### src/rtl/cover_sel_pkg.sv
package cover_sel_pkg;

  typedef enum logic [1:0] {
    ST_IDLE = 2'd0,
    ST_RUN  = 2'd1,
    ST_FIN  = 2'd2
  } selState_t;

  // Strobes sent from the control to the datapath in one cycle
  typedef struct packed {
    logic clear;   // empty the coverage and selection registers
    logic accept;  // take the candidate on rowData this cycle
    logic finish;  // the accepted candidate is the final one
  } ctrlStrobe_t;

endpackage

### src/rtl/cover_sel_ctrl.sv
module cover_sel_ctrl
  import cover_sel_pkg::*;
(
  input  logic        clk,
  input  logic        rstN,
  input  logic        start,
  input  logic        rowValid,
  input  logic        rowLast,
  output ctrlStrobe_t strobe,
  output logic        running,
  output logic        done
);

  selState_t state, stateNext;

  // start has priority; a candidate counts only inside a running pass
  always_comb begin
    strobe.clear  = start;
    strobe.accept = (state == ST_RUN) && rowValid && !start;
    strobe.finish = strobe.accept && rowLast;
  end

  always_comb begin
    stateNext = state;
    unique case (state)
      ST_IDLE: if (start) stateNext = ST_RUN;
      ST_RUN: begin
        if (start)              stateNext = ST_RUN;
        else if (strobe.finish) stateNext = ST_FIN;
      end
      ST_FIN:  if (start) stateNext = ST_RUN;
      default: stateNext = ST_IDLE;
    endcase
  end

  always_ff @(posedge clk or negedge rstN) begin
    if (!rstN) state <= ST_IDLE;
    else       state <= stateNext;
  end

  assign running = (state == ST_RUN);
  assign done    = (state == ST_FIN);

endmodule

### src/rtl/cover_sel_path.sv
module cover_sel_path
  import cover_sel_pkg::*;
#(
  parameter int FAULT_W    = 10,
  parameter int MAX_SPARES = 12
) (
  input  logic                  clk,
  input  logic                  rstN,
  input  ctrlStrobe_t           strobe,
  input  logic [FAULT_W-1:0]    rowData,
  output logic [MAX_SPARES-1:0] selection,
  output logic                  allCovered
);

  localparam int TOP = MAX_SPARES - 1;

  logic [FAULT_W-1:0] coverage;
  logic [FAULT_W-1:0] freshHit;
  logic               decision;

  // Per fault: this candidate reaches a fault that nothing covers yet
  for (genvar i = 0; i < FAULT_W; i++) begin : g_fresh
    assign freshHit[i] = rowData[i] & ~coverage[i];
  end

  assign decision   = |freshHit;
  assign allCovered = &coverage;

  always_ff @(posedge clk or negedge rstN) begin
    if (!rstN) begin
      coverage  <= '0;
      selection <= '0;
    end else if (strobe.clear) begin
      coverage  <= '0;
      selection <= '0;
    end else if (strobe.accept) begin
      coverage  <= coverage | rowData;
      selection <= {selection[TOP-1:0], decision};
    end
  end

endmodule

### src/rtl/greedy_cover_sel.sv
module greedy_cover_sel
  import cover_sel_pkg::*;
#(
  parameter int FAULT_W    = 10,
  parameter int MAX_SPARES = 12
) (
  input  logic                  clk,
  input  logic                  rstN,
  input  logic                  start,
  input  logic                  rowValid,
  input  logic [FAULT_W-1:0]    rowData,
  input  logic                  rowLast,
  output logic [MAX_SPARES-1:0] selection,
  output logic                  done,
  output logic                  fullCover
);

  ctrlStrobe_t strobe;
  logic        running;
  logic        allCovered;

  cover_sel_ctrl u_ctrl (
    .clk      (clk),
    .rstN     (rstN),
    .start    (start),
    .rowValid (rowValid),
    .rowLast  (rowLast),
    .strobe   (strobe),
    .running  (running),
    .done     (done)
  );

  cover_sel_path #(
    .FAULT_W    (FAULT_W),
    .MAX_SPARES (MAX_SPARES)
  ) u_path (
    .clk        (clk),
    .rstN       (rstN),
    .strobe     (strobe),
    .rowData    (rowData),
    .selection  (selection),
    .allCovered (allCovered)
  );

  assign fullCover = done & allCovered;

endmodule

### config.mk
export PLATFORM = sky130hd
export DESIGN_NAME = greedy_cover_sel
export DESIGN_NICKNAME = d
export VERILOG_FILES = /design/src/rtl/cover_sel_pkg.sv /design/src/rtl/cover_sel_ctrl.sv /design/src/rtl/cover_sel_path.sv /design/src/rtl/greedy_cover_sel.sv
export SDC_FILE = /design/constraint.sdc
export NUM_CORES = 1
export LEC_CHECK = 0
export BUFFER_PORTS_ARGS = -buffer_cell sky130_fd_sc_hd__buf_2
export CORE_AREA = 3 3 59 45
export DETAILED_ROUTE_END_ITERATION = 7
export DIE_AREA = 0 0 62 48
export PLACE_DENSITY = 0.73
export SKIP_LAST_GASP = 1
export SLEW_MARGIN = 20
export SYNTH_ARGS = -nofsm -noshare
export SYNTH_HDL_FRONTEND = slang
export SYNTH_SLANG_ARGS = --single-unit
export TNS_END_PERCENT = 50
### constraint.sdc
create_clock -name clk -period 1.3 [get_ports clk]
set_input_delay 0.26 -clock clk [delete_from_list [all_inputs] [get_ports clk]]
set_output_delay 0.26 -clock clk [all_outputs]
set_load 0.02 [all_outputs]
==> out/qor.yml, run 1 <==
outcome: "finished, violations left"
violations: "setup timing"
postSynthCellCount: 114
ys_types: 17
grt_max_degree: 25
antenna_found_initial: 0
drc: 0
cp_data_arrival_time_ns: 1.33
dpl_worst_slack_ns: 0.0185
grt.total_usage_pct: 17.1
ys_ff_latch: 24
gp_congestion: 0.780
drtPass1Iterations: 4
start_util_pct: 48.1
synthTopCellsByArea: "dfrtp_1, a21oi_1, nand2_1"
cts_buffer_depth: 2
synth_top_area_cell: "dfrtp_1"
io_pins: 29
path_class: "flip-flop to primary output"
rows: 14
grt_pass1_wl_um: 3660
tns_ns: -0.455
hold_viol: 0
end_kind: "primary output"
grt_overflow: 0
ir_drop_mv: 0.846
seq_area_frac_synth_pct: 58.9
power_leakage_uw: 0.000702
regArea_um2: 602
clockRootBuffer: "clkbuf_4"
drv_slew: 0
setup_slack_ns: -0.287
path_cells: "nand2b_4, nor4_4, buf_4"
regToRegSetupSlack_ns: 0.05
hold_ws_ns: 0.166
io_buffer_count: 28
ant_nets: 0
timing.critical_path.buf_inv: 1
cp_slowest_cell: "dfrtp_1"
diodes: 0
tightest_slew_ns: 0.522
start_kind: "flip-flop"
crit_path_max_fanout: 2
drt_iter0_drc: 36
routed_wl_um: 2250
synth_top_area_share_pct: 58.9
area_growth_pct: 32.8
fin_crit_sh_pct: 122
fin_util_pct: 63.9
clock_sinks: 24
powerDensity_nw_per_um2: 1170
wire_per_inst_um: 12.2
holdCritPathClass: "input pin to flip-flop"
period_needed_ns: 1.59
grt_pass1_vias: 825
worstPathRequired_ns: 1.04
die_area_um2: 2980
cap_violations: 0
vias: 868
relSlewSlack_pct: 65.2
dieWidth_um: 62
synth_warnings: 0
drive_gt1_share_pct: 32.2
crit_family: "simple AND/OR/NAND/NOR gates"
vias_per_cell: 4.72
syn_area_um2: 1020
place_hpwl_um: 1530
setup_viol: 2
max_freq_mhz: 630
syn_area_per_cell_um2: 8.94
worst_clock_skew_ns: 0.00275
die_h_um: 48
nFillCells: 190
multi_input_area_um2: 378
cts_buffers: 3
critPathMaxStageDelay_ns: 0.41
clk_pin_slew_worst_paths_ns: 0.13
tritoncts: "done"
core_um2: 2120
cts.htree.levels: 1
clk_latency_ns: 0.32
syn_nets: 129
rsz0062_at_grt: "yes"
nNetsFinal: 168
[placed cells by master (no fill, tap or decap)]
| cell type | count |
|---|---|
| a211oi_1 | 1 |
| a21oi_1 | 24 |
| a221oi_1 | 1 |
| buf_12 | 1 |
| buf_2 | 27 |
| buf_4 | 10 |
| bufinv_16 | 1 |
| clkbuf_4 | 3 |
| dfrtp_1 | 23 |
| dfrtp_2 | 1 |
| dlygate4sd3_1 | 1 |
| inv_1 | 11 |
| nand2_1 | 25 |
| nand2_2 | 1 |
| nand2b_4 | 1 |
| nand4_1 | 2 |
| nor2_1 | 11 |
| nor2_2 | 1 |
| nor4_2 | 1 |
| nor4_4 | 1 |
| o22ai_1 | 4 |
| or2_4 | 1 |
[power breakdown]
| group | internal, uW | switching [uW] | leakage, uW |
|---|---|---|---|
| clock network | 312 | 232 | 0.0000279 |
| registers | 781 | 29.3 | 0.000323 |
| logic | 101 | 126 | 0.000352 |
| total | 1190 | 386 | 0.000702 |
[sequential cells by signal, summed over array words and instances, names as in the netlist]
signal            count
u_ctrl.state          2
u_path.coverage      10
u_path.selection     12
[final cells by class]
type                    count  share of cell area, %
flip-flops and latches     24                   44.5
multi-input cells          74                   27.9
repair buffers             39                   17.7
inverters                  11                   3.05
well taps                  32                   2.96
clock inverters             1                   2.22
clock buffers               3                   1.66
[repair_timing]
| action | 4_1_cts | 5_1_grt |
|---|---|---|
| pin swaps | 0 | 1 |
| hold buffers | 1 | 0 |
| resized for setup | 2 | 1 |
| setup endpoints to repair | 2 | 3 |
| hold endpoints to repair | 24 | 0 |
| buffers inserted | 1 | 5 |
[metal layers]
layer / vias up / part of all wire, % / global-route usage, %
met4: 0 / 0.62 / 3.81
met5: - / 0 / 0
met3: 3 / 4.5 / 5.93
met1: 397 / 48 / 21.8
li1: 452 / - / -
met2: 16 / 46 / 28.3
[per-stage QoR]
step	total power (uW)	cell area (um2)	instances
3_5_place_dp	1020	1230	173
5_1_grt	1670	1350	184
3_3_place_gp	1020	1230	173
2_1_floorplan	930	1030	114
4_1_cts	1570	1320	179
6_report	1580	1350	184
[worst min-delay path, stage by stage]
cell and delay, ns:
buf_2 0.10, nand2_1 0.05, a21oi_1 0.05
[kinds of logic (layout without fill, tap and decap cells)]
kind of cell           count (synthesis)  in the layout  share of synthesized area [%]
AO/OA/AOI/OAI                         30             30                           15.8
AND/OR/NAND/NOR                       44             44                           19.0
flip-flops                            24             24                           58.9
buffers and inverters                 16             54                           6.26
[Yosys cell counts, drive strengths merged]
cell,number
o22ai,4
a21oi,24
nand2b,1
or2,1
clkbuf,2
nand4,2
a221oi,1
nor4,2
nand2,26
dfrtp,24
a211oi,1
inv,11
buf,3
nor2,12
[path summary, 6_finish.rpt]
path	startpoint	endpoint	depth (start not counted)
setup / recovery	u_ctrl.state[0]	fullCover	3
max in group asynchronous	rstN	u_ctrl.state[1]	2
setup reg to reg	u_ctrl.state[0]	u_path.selection[0]	5
hold reg to reg	u_path.coverage[2]	u_path.coverage[2]	2
min in group asynchronous	rstN	u_path.coverage[4]	2
hold / removal	rowLast	u_ctrl.state[1]	3
Note: power is estimated with default switching activity, not from simulation.
==> run 2, diff against run 1 <==
--- a/config.mk
+++ b/config.mk
@@ -5,7 +5,7 @@
 export SDC_FILE = /design/constraint.sdc
 export NUM_CORES = 1
 export LEC_CHECK = 0
-export BUFFER_PORTS_ARGS = -buffer_cell sky130_fd_sc_hd__buf_2
+export BUFFER_PORTS_ARGS = -buffer_cell sky130_fd_sc_hd__clkbuf_2
 export CORE_AREA = 3 3 59 45
 export DETAILED_ROUTE_END_ITERATION = 7
 export DIE_AREA = 0 0 62 48
==> run 2 against run 1 <==
Net effect: the run still ends with setup timing left; wire length rose by 4.2%; clock-buffer cell count grew 1; utilization rose by 1.9 points; sequential share of layout area shrank 1.4 points; clock skew down 0.0020 ns; non-clock buffer count rose by 1; critical path depth stayed put; global-route usage unchanged; cell area is 3.0% higher; largest cell class unchanged; largest power group unchanged; highest routed layer is now met3.
==> out/qor.yml, run 2 (synthesis results as in run 1) <==
outcome: "finished, violations left"
violations: "setup timing"
cts_buffers: 3
grt_pass1_vias: 817
crit_path_max_fanout: 2
drc: 0
drt_iter0_drc: 15
start_kind: "flip-flop"
ant_nets: 0
largestRegisters: "u_path.selection: 12 flops, u_path.coverage: 10 flops, u_ctrl.state: 2 flops"
io_pins: 29
cts.htree.levels: 1
rsz0062_at_grt: "yes"
setup_viol: 2
clockRootBuffer: "clkbuf_4"
clk_latency_ns: 0.31
crit_end: "fullCover"
hold_viol: 0
power_leakage_uw: 0.000710
place_hpwl_um: 1590
place_area_um2: 1240
mostFrequentLayoutCells: "clkbuf_2, nand2_1, dfrtp_1"
worstPathRequired_ns: 1.04
dp.cells: 175
vias: 904
core_um2: 2120
relSlewSlack_pct: 61.3
drive_gt1_share_pct: 34.6
die_area_um2: 2980
hold-path-cell-count: 3
gp_congestion: 0.814
reg2reg_to: "u_path.selection[10]"
setup_slack_ns: -0.297
cap_violations: 0
hold_ws_ns: 0.174
wire_per_inst_um: 12.7
cp_data_arrival_time_ns: 1.34
start_util_pct: 48.1
tns_ns: -0.417
drv_slew: 0
die_h_um: 48
area_growth_pct: 36.8
diodes: 0
holdCritPathClass: "input pin to flip-flop"
dieWidth_um: 62
path_class: "flip-flop to primary output"
period_needed_ns: 1.60
final_cells: 185
largest_register_ffs: 12
cp-startpoint: "u_ctrl.state[0]"
max_freq_mhz: 626
nFillCells: 183
io_buffer_count: 28
reg2regPathDepth: 6
routed_wl_um: 2340
grt_pass1_wl_um: 3630
rows: 14
ir_drop_mv: 0.644
drtPass1Iterations: 4
tightest_slew_ns: 0.580
grt_max_degree: 25
layout_commonest_cell: "clkbuf_2"
fin_util_pct: 65.8
cts_buffer_depth: 2
worst_clock_skew_ns: 0.000701
antenna_found_initial: 0
nNetsFinal: 169
tritoncts: "done"
grt_overflow: 0
vias_per_cell: 4.89
stdcell_area_um2: 1400
grt.total_usage_pct: 17.1
powerDensity_nw_per_um2: 1050
fin_crit_sh_pct: 123
rr_startpoint: "u_ctrl.state[0]"
clk_pin_slew_worst_paths_ns: 0.13
regToRegSetupSlack_ns: 0.03
top_register: "u_path.selection"
clock_sinks: 24
end_kind: "primary output"
[run 2: cell count changes in the layout (fill, tap and decap cells not counted), sizes merged]
cell / change
clkbuf: +28
bufinv: -1
buf: -26
[run 2: report_power, final]
| group | switching, uW | internal, uW |
|---|---|---|
| Sequential | 30.6 | 780 |
| Clock | 219 | 171 |
| Combinational | 142 | 120 |
| Total | 392 | 1070 |
[run 2: metrics by stage]
| stage | worst slack, ns | power (uW) |
|---|---|---|
| floorplan | 0.0344 | 930 |
| global placement | 0.0236 | 1020 |
| detailed placement | 0.0129 | 1030 |
| CTS | -0.307 | 1440 |
| global route | -0.373 | 1540 |
| finish | -0.297 | 1460 |
[run 2: critical path: stages (launching register included)]
cell and delay (ns):
dfrtp_1 0.42, nand2b_4 0.16, nor4_4 0.26, buf_4 0.18
[run 2: worst min path at each step]
stage / start / end / slack [ns]
2_1_floorplan: rstN / u_ctrl.state[0] / -0.04
3_3_place_gp: rstN / u_path.coverage[7] / 0.28
3_5_place_dp: rstN / u_path.coverage[6] / 0.29
4_1_cts: rowLast / u_ctrl.state[1] / 0.17
5_1_grt: rowLast / u_ctrl.state[1] / 0.15
6_report: rowLast / u_ctrl.state[1] / 0.17
[run 2: area by class of cell]
| cell class | instances | area (um2) | share of cell area (%) |
|---|---|---|---|
| Clock buffer | 4 | 36.3 | 2.60 |
| Inverter | 11 | 41.3 | 2.96 |
| Multi-Input combinational cell | 74 | 403 | 28.9 |
| Sequential cell | 24 | 601 | 43.0 |
| Tap cell | 32 | 40.0 | 2.87 |
| Timing Repair Buffer | 40 | 274 | 19.6 |
[run 2: timing repair]
item / in CTS / in global routing
gates resized for setup: 2 / 14
pin swaps: 1 / 3
endpoints found under the setup margin: 2 / 25
hold buffers: 1 / 0
cloned: 0 / 1
endpoints found under the hold margin: 24 / 0
setup buffers: 5 / 1
[run 2: layer usage]
layer / up-vias / global-route usage (%) / wire [um]
li1: 455 / - / -
met1: 431 / 22.8 / 1120
met2: 18 / 27.3 / 1140
met3: 0 / 6.47 / 88
met4: 0 / 2.54 / 0
met5: - / 0 / 0
